File: src/rtl/chain_dout_pkg.sv
package chain_dout_pkg;

  typedef enum logic {
    LAUNCH_RISE = 1'b0,
    LAUNCH_FALL = 1'b1
  } launchEdge_e;

  typedef struct packed {
    logic shift;     // move register one place, take new bit
    logic loadNext;  // output takes the bit about to reach the top
    logic loadMsb;   // output takes the current top bit
    logic capture;   // hand register contents to the word output
  } ctlStrobes_t;

endpackage

File: src/rtl/chain_dout_sync.sv
module chain_dout_sync #(
  parameter int WIDTH = 3,
  parameter int STAGES = 2,
  parameter logic [WIDTH-1:0] RESET_VAL = '0
) (
  input  logic             clk,
  input  logic             rstN,
  input  logic [WIDTH-1:0] asyncIn,
  output logic [WIDTH-1:0] syncOut
);

  logic [STAGES-1:0][WIDTH-1:0] stage;

  generate
    if (STAGES == 1) begin : g_single
      always_ff @(posedge clk or negedge rstN) begin
        if (!rstN) stage <= {STAGES{RESET_VAL}};
        else       stage <= asyncIn;
      end
    end else begin : g_chain
      always_ff @(posedge clk or negedge rstN) begin
        if (!rstN) stage <= {STAGES{RESET_VAL}};
        else       stage <= {stage[STAGES-2:0], asyncIn};
      end
    end
  endgenerate

  assign syncOut = stage[STAGES-1];

endmodule

File: src/rtl/chain_dout_ctrl.sv
module chain_dout_ctrl
  import chain_dout_pkg::*;
(
  input  logic        clk,
  input  logic        rstN,
  input  logic        csS,
  input  logic        sclkS,
  input  logic        halfMode,
  input  logic        shdn,
  output ctlStrobes_t ctl
);

  logic sclkPrev;
  logic csPrev;
  logic sclkRise;
  logic sclkFall;
  logic frameOpen;
  logic outFree;
  launchEdge_e edgeSel;

  always_ff @(posedge clk or negedge rstN) begin
    if (!rstN) begin
      sclkPrev <= 1'b0;
      csPrev   <= 1'b1;
    end else begin
      sclkPrev <= sclkS;
      csPrev   <= csS;
    end
  end

  assign edgeSel   = launchEdge_e'(halfMode);
  assign sclkRise  = sclkS & ~sclkPrev;
  assign sclkFall  = ~sclkS & sclkPrev;
  assign frameOpen = ~csS;
  assign outFree   = frameOpen & ~shdn;

  always_comb begin
    ctl          = '0;
    ctl.shift    = sclkRise & frameOpen;
    ctl.capture  = csS & ~csPrev;
    unique case (edgeSel)
      LAUNCH_RISE: ctl.loadNext = sclkRise & outFree;
      LAUNCH_FALL: ctl.loadMsb  = sclkFall & outFree;
      default:     ctl.loadNext = 1'b0;
    endcase
  end

endmodule

File: src/rtl/chain_dout_path.sv
module chain_dout_path
  import chain_dout_pkg::*;
#(
  parameter int WORD_BITS = 16
) (
  input  logic                 clk,
  input  logic                 rstN,
  input  ctlStrobes_t          ctl,
  input  logic                 dinS,
  output logic                 dout,
  output logic [WORD_BITS-1:0] wordOut
);

  localparam int TOP = WORD_BITS - 1;
  localparam int NEXT = WORD_BITS - 2;

  logic [WORD_BITS-1:0] shiftReg;

  always_ff @(posedge clk or negedge rstN) begin
    if (!rstN) begin
      shiftReg <= '0;
    end else if (ctl.shift) begin
      shiftReg <= {shiftReg[NEXT:0], dinS};
    end
  end

  always_ff @(posedge clk or negedge rstN) begin
    if (!rstN) begin
      dout <= 1'b0;
    end else if (ctl.loadNext) begin
      dout <= shiftReg[NEXT];
    end else if (ctl.loadMsb) begin
      dout <= shiftReg[TOP];
    end
  end

  always_ff @(posedge clk or negedge rstN) begin
    if (!rstN) begin
      wordOut <= '0;
    end else if (ctl.capture) begin
      wordOut <= shiftReg;
    end
  end

endmodule

File: src/rtl/chain_dout.sv
module chain_dout
  import chain_dout_pkg::*;
#(
  parameter int WORD_BITS = 16,
  parameter int SYNC_STAGES = 2
) (
  input  logic                 clk,
  input  logic                 rstN,
  input  logic                 csN,
  input  logic                 sclk,
  input  logic                 din,
  input  logic                 halfMode,
  input  logic                 shdn,
  output logic                 dout,
  output logic [WORD_BITS-1:0] wordOut
);

  localparam int PIN_COUNT = 3;
  localparam logic [PIN_COUNT-1:0] IDLE_PINS = 3'b100;

  logic [PIN_COUNT-1:0] pinSync;
  logic csS;
  logic sclkS;
  logic dinS;
  ctlStrobes_t ctl;

  chain_dout_sync #(
    .WIDTH(PIN_COUNT),
    .STAGES(SYNC_STAGES),
    .RESET_VAL(IDLE_PINS)
  ) i_sync (
    .clk(clk),
    .rstN(rstN),
    .asyncIn({csN, sclk, din}),
    .syncOut(pinSync)
  );

  assign {csS, sclkS, dinS} = pinSync;

  chain_dout_ctrl i_ctrl (
    .clk(clk),
    .rstN(rstN),
    .csS(csS),
    .sclkS(sclkS),
    .halfMode(halfMode),
    .shdn(shdn),
    .ctl(ctl)
  );

  chain_dout_path #(
    .WORD_BITS(WORD_BITS)
  ) i_path (
    .clk(clk),
    .rstN(rstN),
    .ctl(ctl),
    .dinS(dinS),
    .dout(dout),
    .wordOut(wordOut)
  );

endmodule

File: config.mk
export PLATFORM = sky130hd
export DESIGN_NAME = chain_dout
export DESIGN_NICKNAME = d
export VERILOG_FILES = /design/src/rtl/chain_dout_pkg.sv /design/src/rtl/chain_dout_sync.sv /design/src/rtl/chain_dout_ctrl.sv /design/src/rtl/chain_dout_path.sv /design/src/rtl/chain_dout.sv
export SDC_FILE = /design/constraint.sdc
export NUM_CORES = 1
export LEC_CHECK = 0
export BUFFER_PORTS_ARGS = -buffer_cell sky130_fd_sc_hd__buf_4
export CAP_MARGIN = 5
export CELL_PAD_IN_SITES_DETAIL_PLACEMENT = 1
export CELL_PAD_IN_SITES_GLOBAL_PLACEMENT = 2
export CORE_AREA = 2 2 65 67
export DETAILED_ROUTE_END_ITERATION = 10
export DIE_AREA = 0 0 67 69
export PLACE_DENSITY_LB_ADDON = 0.1
export SLEW_MARGIN = 20
export SYNTH_ARGS = -nofsm -noshare
export SYNTH_HDL_FRONTEND = slang
export SYNTH_SLANG_ARGS = --single-unit
export TNS_END_PERCENT = 20
File: constraint.sdc
create_clock -name clk -period 3.16 [get_ports clk]
set_clock_uncertainty 0.1 [all_clocks]
set_input_delay 0.158 -clock clk [delete_from_list [all_inputs] [get_ports clk]]
set_output_delay 0.158 -clock clk [all_outputs]
set_load 0.005 [all_outputs]
* Word-level counts from Yosys, hierarchy flattened
Cells that the tools add are included.
Storage, ports and cells: word-level logic and storage cells 24, bits of input ports 7, flip-flop bits (word level) 41, output and inout port bits 17
Cells by class: reduce and logical (&&, ||, !) cells 1, multiplexer cells 4, bitwise operators 12
Operators by type and width (number):
- 1-bit bitwise AND | 7
- 1-bit inverter | 5
- 1-bit 2-to-1 mux | 4
- 2-bit nonzero test | 1

* Logic depth before layout (Yosys ltp)
depth after elaboration 6, mapped depth 4, depth with buffers taken out 3

* Hierarchy
A second synthesis with hierarchy kept.
Unflattened totals: cell total of the unflattened synthesis 89, area total of the unflattened synthesis 1614.0 µm²
Modules (own cells, without submodules):
- chain_dout_path | cells each 72, sequential area each 825.8 µm², times used 1, area an instance 1342.5 µm²
- chain_dout_sync | cells each 9, sequential area each 152.6 µm², times used 1, area an instance 175.2 µm²
- chain_dout_ctrl | cells each 8, sequential area each 51.3 µm², times used 1, area an instance 96.3 µm²

* Worst setup path before layout
No wires, ideal clock.
path kind register to register, start reg i_ctrl.sclkPrev, end reg i_path.shiftReg[10], required time 2.935 ns, path buffers 1, cell stages (with the launch flop) 5, period minus slack after synthesis 1.431 ns, path slack 1.729 ns, arrival time 1.206 ns, cells stage by stage dfrtp_1 -> nand2b_1 -> nor2_4 -> buf_6 -> mux2_2
On the way: cells in the longest elaborated chain, start to end 3
Ends and longest elaborated chain:
- start, declared | line chain_dout_ctrl.sv:13 | logic sclkPrev;
- start signal, assigned | line chain_dout_ctrl.sv:26 | sclkPrev <= sclkS;
- 1-bit inverter | line chain_dout_ctrl.sv:32 | assign sclkRise = sclkS & ~sclkPrev;
- 1-bit bitwise AND | line chain_dout_ctrl.sv:32
- 1-bit bitwise AND | line chain_dout_ctrl.sv:39 | ctl.shift = sclkRise & frameOpen;
- end signal, assigned | line chain_dout_path.sv:23 | shiftReg <= {shiftReg[NEXT:0], dinS};
- end, declared | line chain_dout_path.sv:17 | logic [WORD_BITS-1:0] shiftReg;
Every way passes these cells. A chain may end at the register's enable or synchronous reset.

* Worst setup path after layout
start reg i_ctrl.csPrev, end reg i_path.wordOut[4]
On the way: cells in the longest elaborated chain, start to end 2
Ends and longest elaborated chain:
- start, declared | line chain_dout_ctrl.sv:14 | logic csPrev;
- start signal, assigned | line chain_dout_ctrl.sv:27 | csPrev <= csS;
- 1-bit inverter | line chain_dout_ctrl.sv:40 | ctl.capture = csS & ~csPrev;
- 1-bit bitwise AND | line chain_dout_ctrl.sv:40
- end signal, assigned | line chain_dout_path.sv:41 | wordOut <= shiftReg;
- end, declared | line chain_dout_path.sv:11 | output logic [WORD_BITS-1:0] wordOut
Every way passes these cells.

==> summary.md <==
| Metric | Value |
|---|---|
| Combinational share of power | `16.8%` |
| YS warnings | `0` |
| MaxCap Viol Count | `0` |
| Routed WL per cell | `14.0 µm` |
| Area contributors post-synth | `dfrtp_1, mux2_2, mux2_1` |
| Net switching power | `0.302 mW` |
| GP Congestion | `0.629` |
| Die Span Y | `69 µm` |
| Overall Global Routing Usage | `12.5%` |
| CP startpoint kind | `flop` |
| Post-route ant nets | `0` |
| Slew @ Worst Pin | `784 ps` |
| CP endpoint kind | `flop` |
| Final min period | `1740 ps` |
| Post-Syn Instances | `87` |
| Vias per cell | `4.82` |
| Syn avg cell area | `17.2 µm²` |
| CTS Buf Count | `5` |
| Largest stage delay, worst path | `610 ps` |
| Initial Util | `38.3%` |
| WP buf/inv | `0` |
| Syn nets | `94` |
| P per Cell Area | `671 nW/µm²` |
| Pre-CTS WS | `1400 ps` |
| Hold crit path type | `in -> reg` |
| Sw frac | `24.6%` |
| Row count | `23` |
| P_int | `0.924 mW` |
| Critical-path cell list | `nand2b_1, mux2_2` |
| Static Leakage | `0.909 nW` |
| Clock Latency Late Sink | `290 ps` |
| Status | `finished clean` |
| PostCTS Resize Cnt | `0` |
| Vias in the first global route | `913` |
| H-tree levels | `2` |
| Largest net degree at the start of global routing | `42` |
| Critical path's slowest cell | `nand2b_1` |
| Initial antenna violation count | `0` |
| Unrepaired setup endpoints after global routing | `no` |
| Max FO, Critical Path | `16` |
| Slew margin rel. | `47.7%` |
| CTS tree | `yes` |
| Endpoints failing setup | `0` |
| Die ar. | `4620 µm²` |
| Max-slew violations | `0` |
| Final TNS setup | `0 ps` |
| Num Clock Sinks | `41` |
| Antenna cells | `0` |
| Area growth syn-to-layout | `22.1%` |
| DRT Pass-1 Iters | `2` |
| Sequential group share of total power | `56.5%` |
| Yosys reg bits | `41` |
| Max IR drop VDD | `0.332 mV` |
| WL final | `2360 µm` |
| Mapped cell area | `1500 µm²` |
| Clk slew on worst S/H paths | `70 ps` |
| Fin crit share | `55.0%` |
| Data required, critical path | `3230 ps` |
| GRT Residual Overflow | `0` |
| Seq/Total Area, Yosys | `68.8%` |
| Nets | `125` |
| DIE WIDTH | `67 µm` |
| Commonest non-fill, non-tap cell in the layout | `dfrtp_1` |
| Highest clock rate | `575 MHz` |
| Final setup margin | `1420 ps` |
| Synth top area share | `63.5%` |
| Most frequent cells in the layout | `dfrtp_1, buf_4, mux2_2, mux2_1, clkbuf_8` |
| Core area | `3910 µm²` |
| # IOs | `24` |
| Final Hold Viols | `0` |
| Synth cell types | `15` |
| Crit Path Class | `reg -> reg` |
| Drt drc | `0` |
| PortBufs | `23` |
| Drt initial violations | `34` |
| First-pass GRT wire length | `4310 µm` |
| Share of layout cells above drive strength 1 | `47.9%` |
| Clock Power Share | `26.8%` |
| Critical path's top delay family | `simple AND/OR/NAND/NOR gates` |
| Clock Root Buffer | `clkbuf_8` |
| Leading area contributor after synthesis | `dfrtp_1` |
| Clock tree buffer depth | `2` |
| Vias | `814` |
| Critical Path AT | `1810 ps` |
| Post-CTS Setup Repair Bufs | `0` |
| Detailed placement HPWL | `1500 µm` |
==> path summary, 6_finish.rpt <==
check / from / to / slack (ps) / cells past startpoint
min reg2reg: i_sync.stage[0] / i_sync.syncOut[0] / 260 / 0
max reg2reg: i_ctrl.csPrev / i_path.wordOut[4] / 1420 / 2
min: shdn / i_path.dout / 120 / 4
max: i_ctrl.csPrev / i_path.wordOut[4] / 1420 / 2
max in group asynchronous: rstN / i_ctrl.csPrev / 2320 / 2
min in group asynchronous: rstN / i_path.shiftReg[4] / 280 / 2
==> metal layers <==
layer  GRT usage [%]  vias up  share of wire [%]
li1                -      368                  -
met1            15.7      423                 45
met2            18.6       18                 47
met3            5.06        5                5.3
met4            6.12        0                2.3
met5               0        -                  0
==> registers in the layout, indices dropped and copies added (netlist names) <==
signal / count
i_ctrl.csPrev: 1
i_ctrl.sclkPrev: 1
i_path.dout: 1
i_path.shiftReg: 16
i_path.wordOut: 16
i_sync.stage: 3
i_sync.syncOut: 3
==> metrics by stage <==
step / power (mW) / cell area [µm²] / hold slack (ps) / cells / utilization, %
global placement: 0.902 / 1710 / 63.6 / 157 / 43.6
CTS: 1.24 / 1830 / 116 / 169 / 46.7
finish: 1.23 / 1830 / 125 / 169 / 46.7
detailed placement: 0.912 / 1710 / 67.1 / 157 / 43.6
floorplan: 0.791 / 1500 / -238 / 87 / -
global route: 1.30 / 1830 / 152 / 169 / 46.7
==> worst min-delay path: stages <==
cell and delay, ps:
buf_4 80, nor2_1 30, o21ai_0 60, o211a_1 140
==> final cells by class <==
class                   instances  area, µm²
clock buffers                   6       72.6
clock inverters                 2       10.0
fillers                       408       2090
multi-input cells              43        440
flip-flops and latches         41       1030
well taps                      50       62.6
repair buffers                 27        213
==> logic make-up after synthesis <==
| kind of cell | synth area share (%) |
|---|---|
| buffers and inverters | 1.84 |
| flip-flops | 68.8 |
| AO/OA/AOI/OAI | 1.34 |
| multiplexers | 24.1 |
| AND/OR/NAND/NOR | 4.01 |
==> cells in the mapped netlist <==
cell type,n
nor4bb_1,1
mux2_2,22
o21ai_0,2
dfrtp_1,38
buf_6,2
nand2b_1,2
o211a_1,1
nor4b_1,1
nor2_4,1
nor2_1,1
or2_2,1
mux2_1,10
dfstp_2,3
buf_2,1
nand3b_1,1
==> what timing repair did <==
item / CTS / global route
endpoints found under the setup margin: 0 / 0
hold endpoints to repair: 41 / 0
hold buffers: 4 / 0
==> power groups by stage <==
stage               Clock [mW]  Combinational, mW  Sequential (mW)
detailed placement           0              0.206            0.705
finish                   0.328              0.205            0.693
CTS                      0.337              0.211            0.695
global placement             0              0.203            0.699
floorplan                    0              0.101            0.690
global route             0.361              0.230            0.711
(Power assumes the default switching activity.)
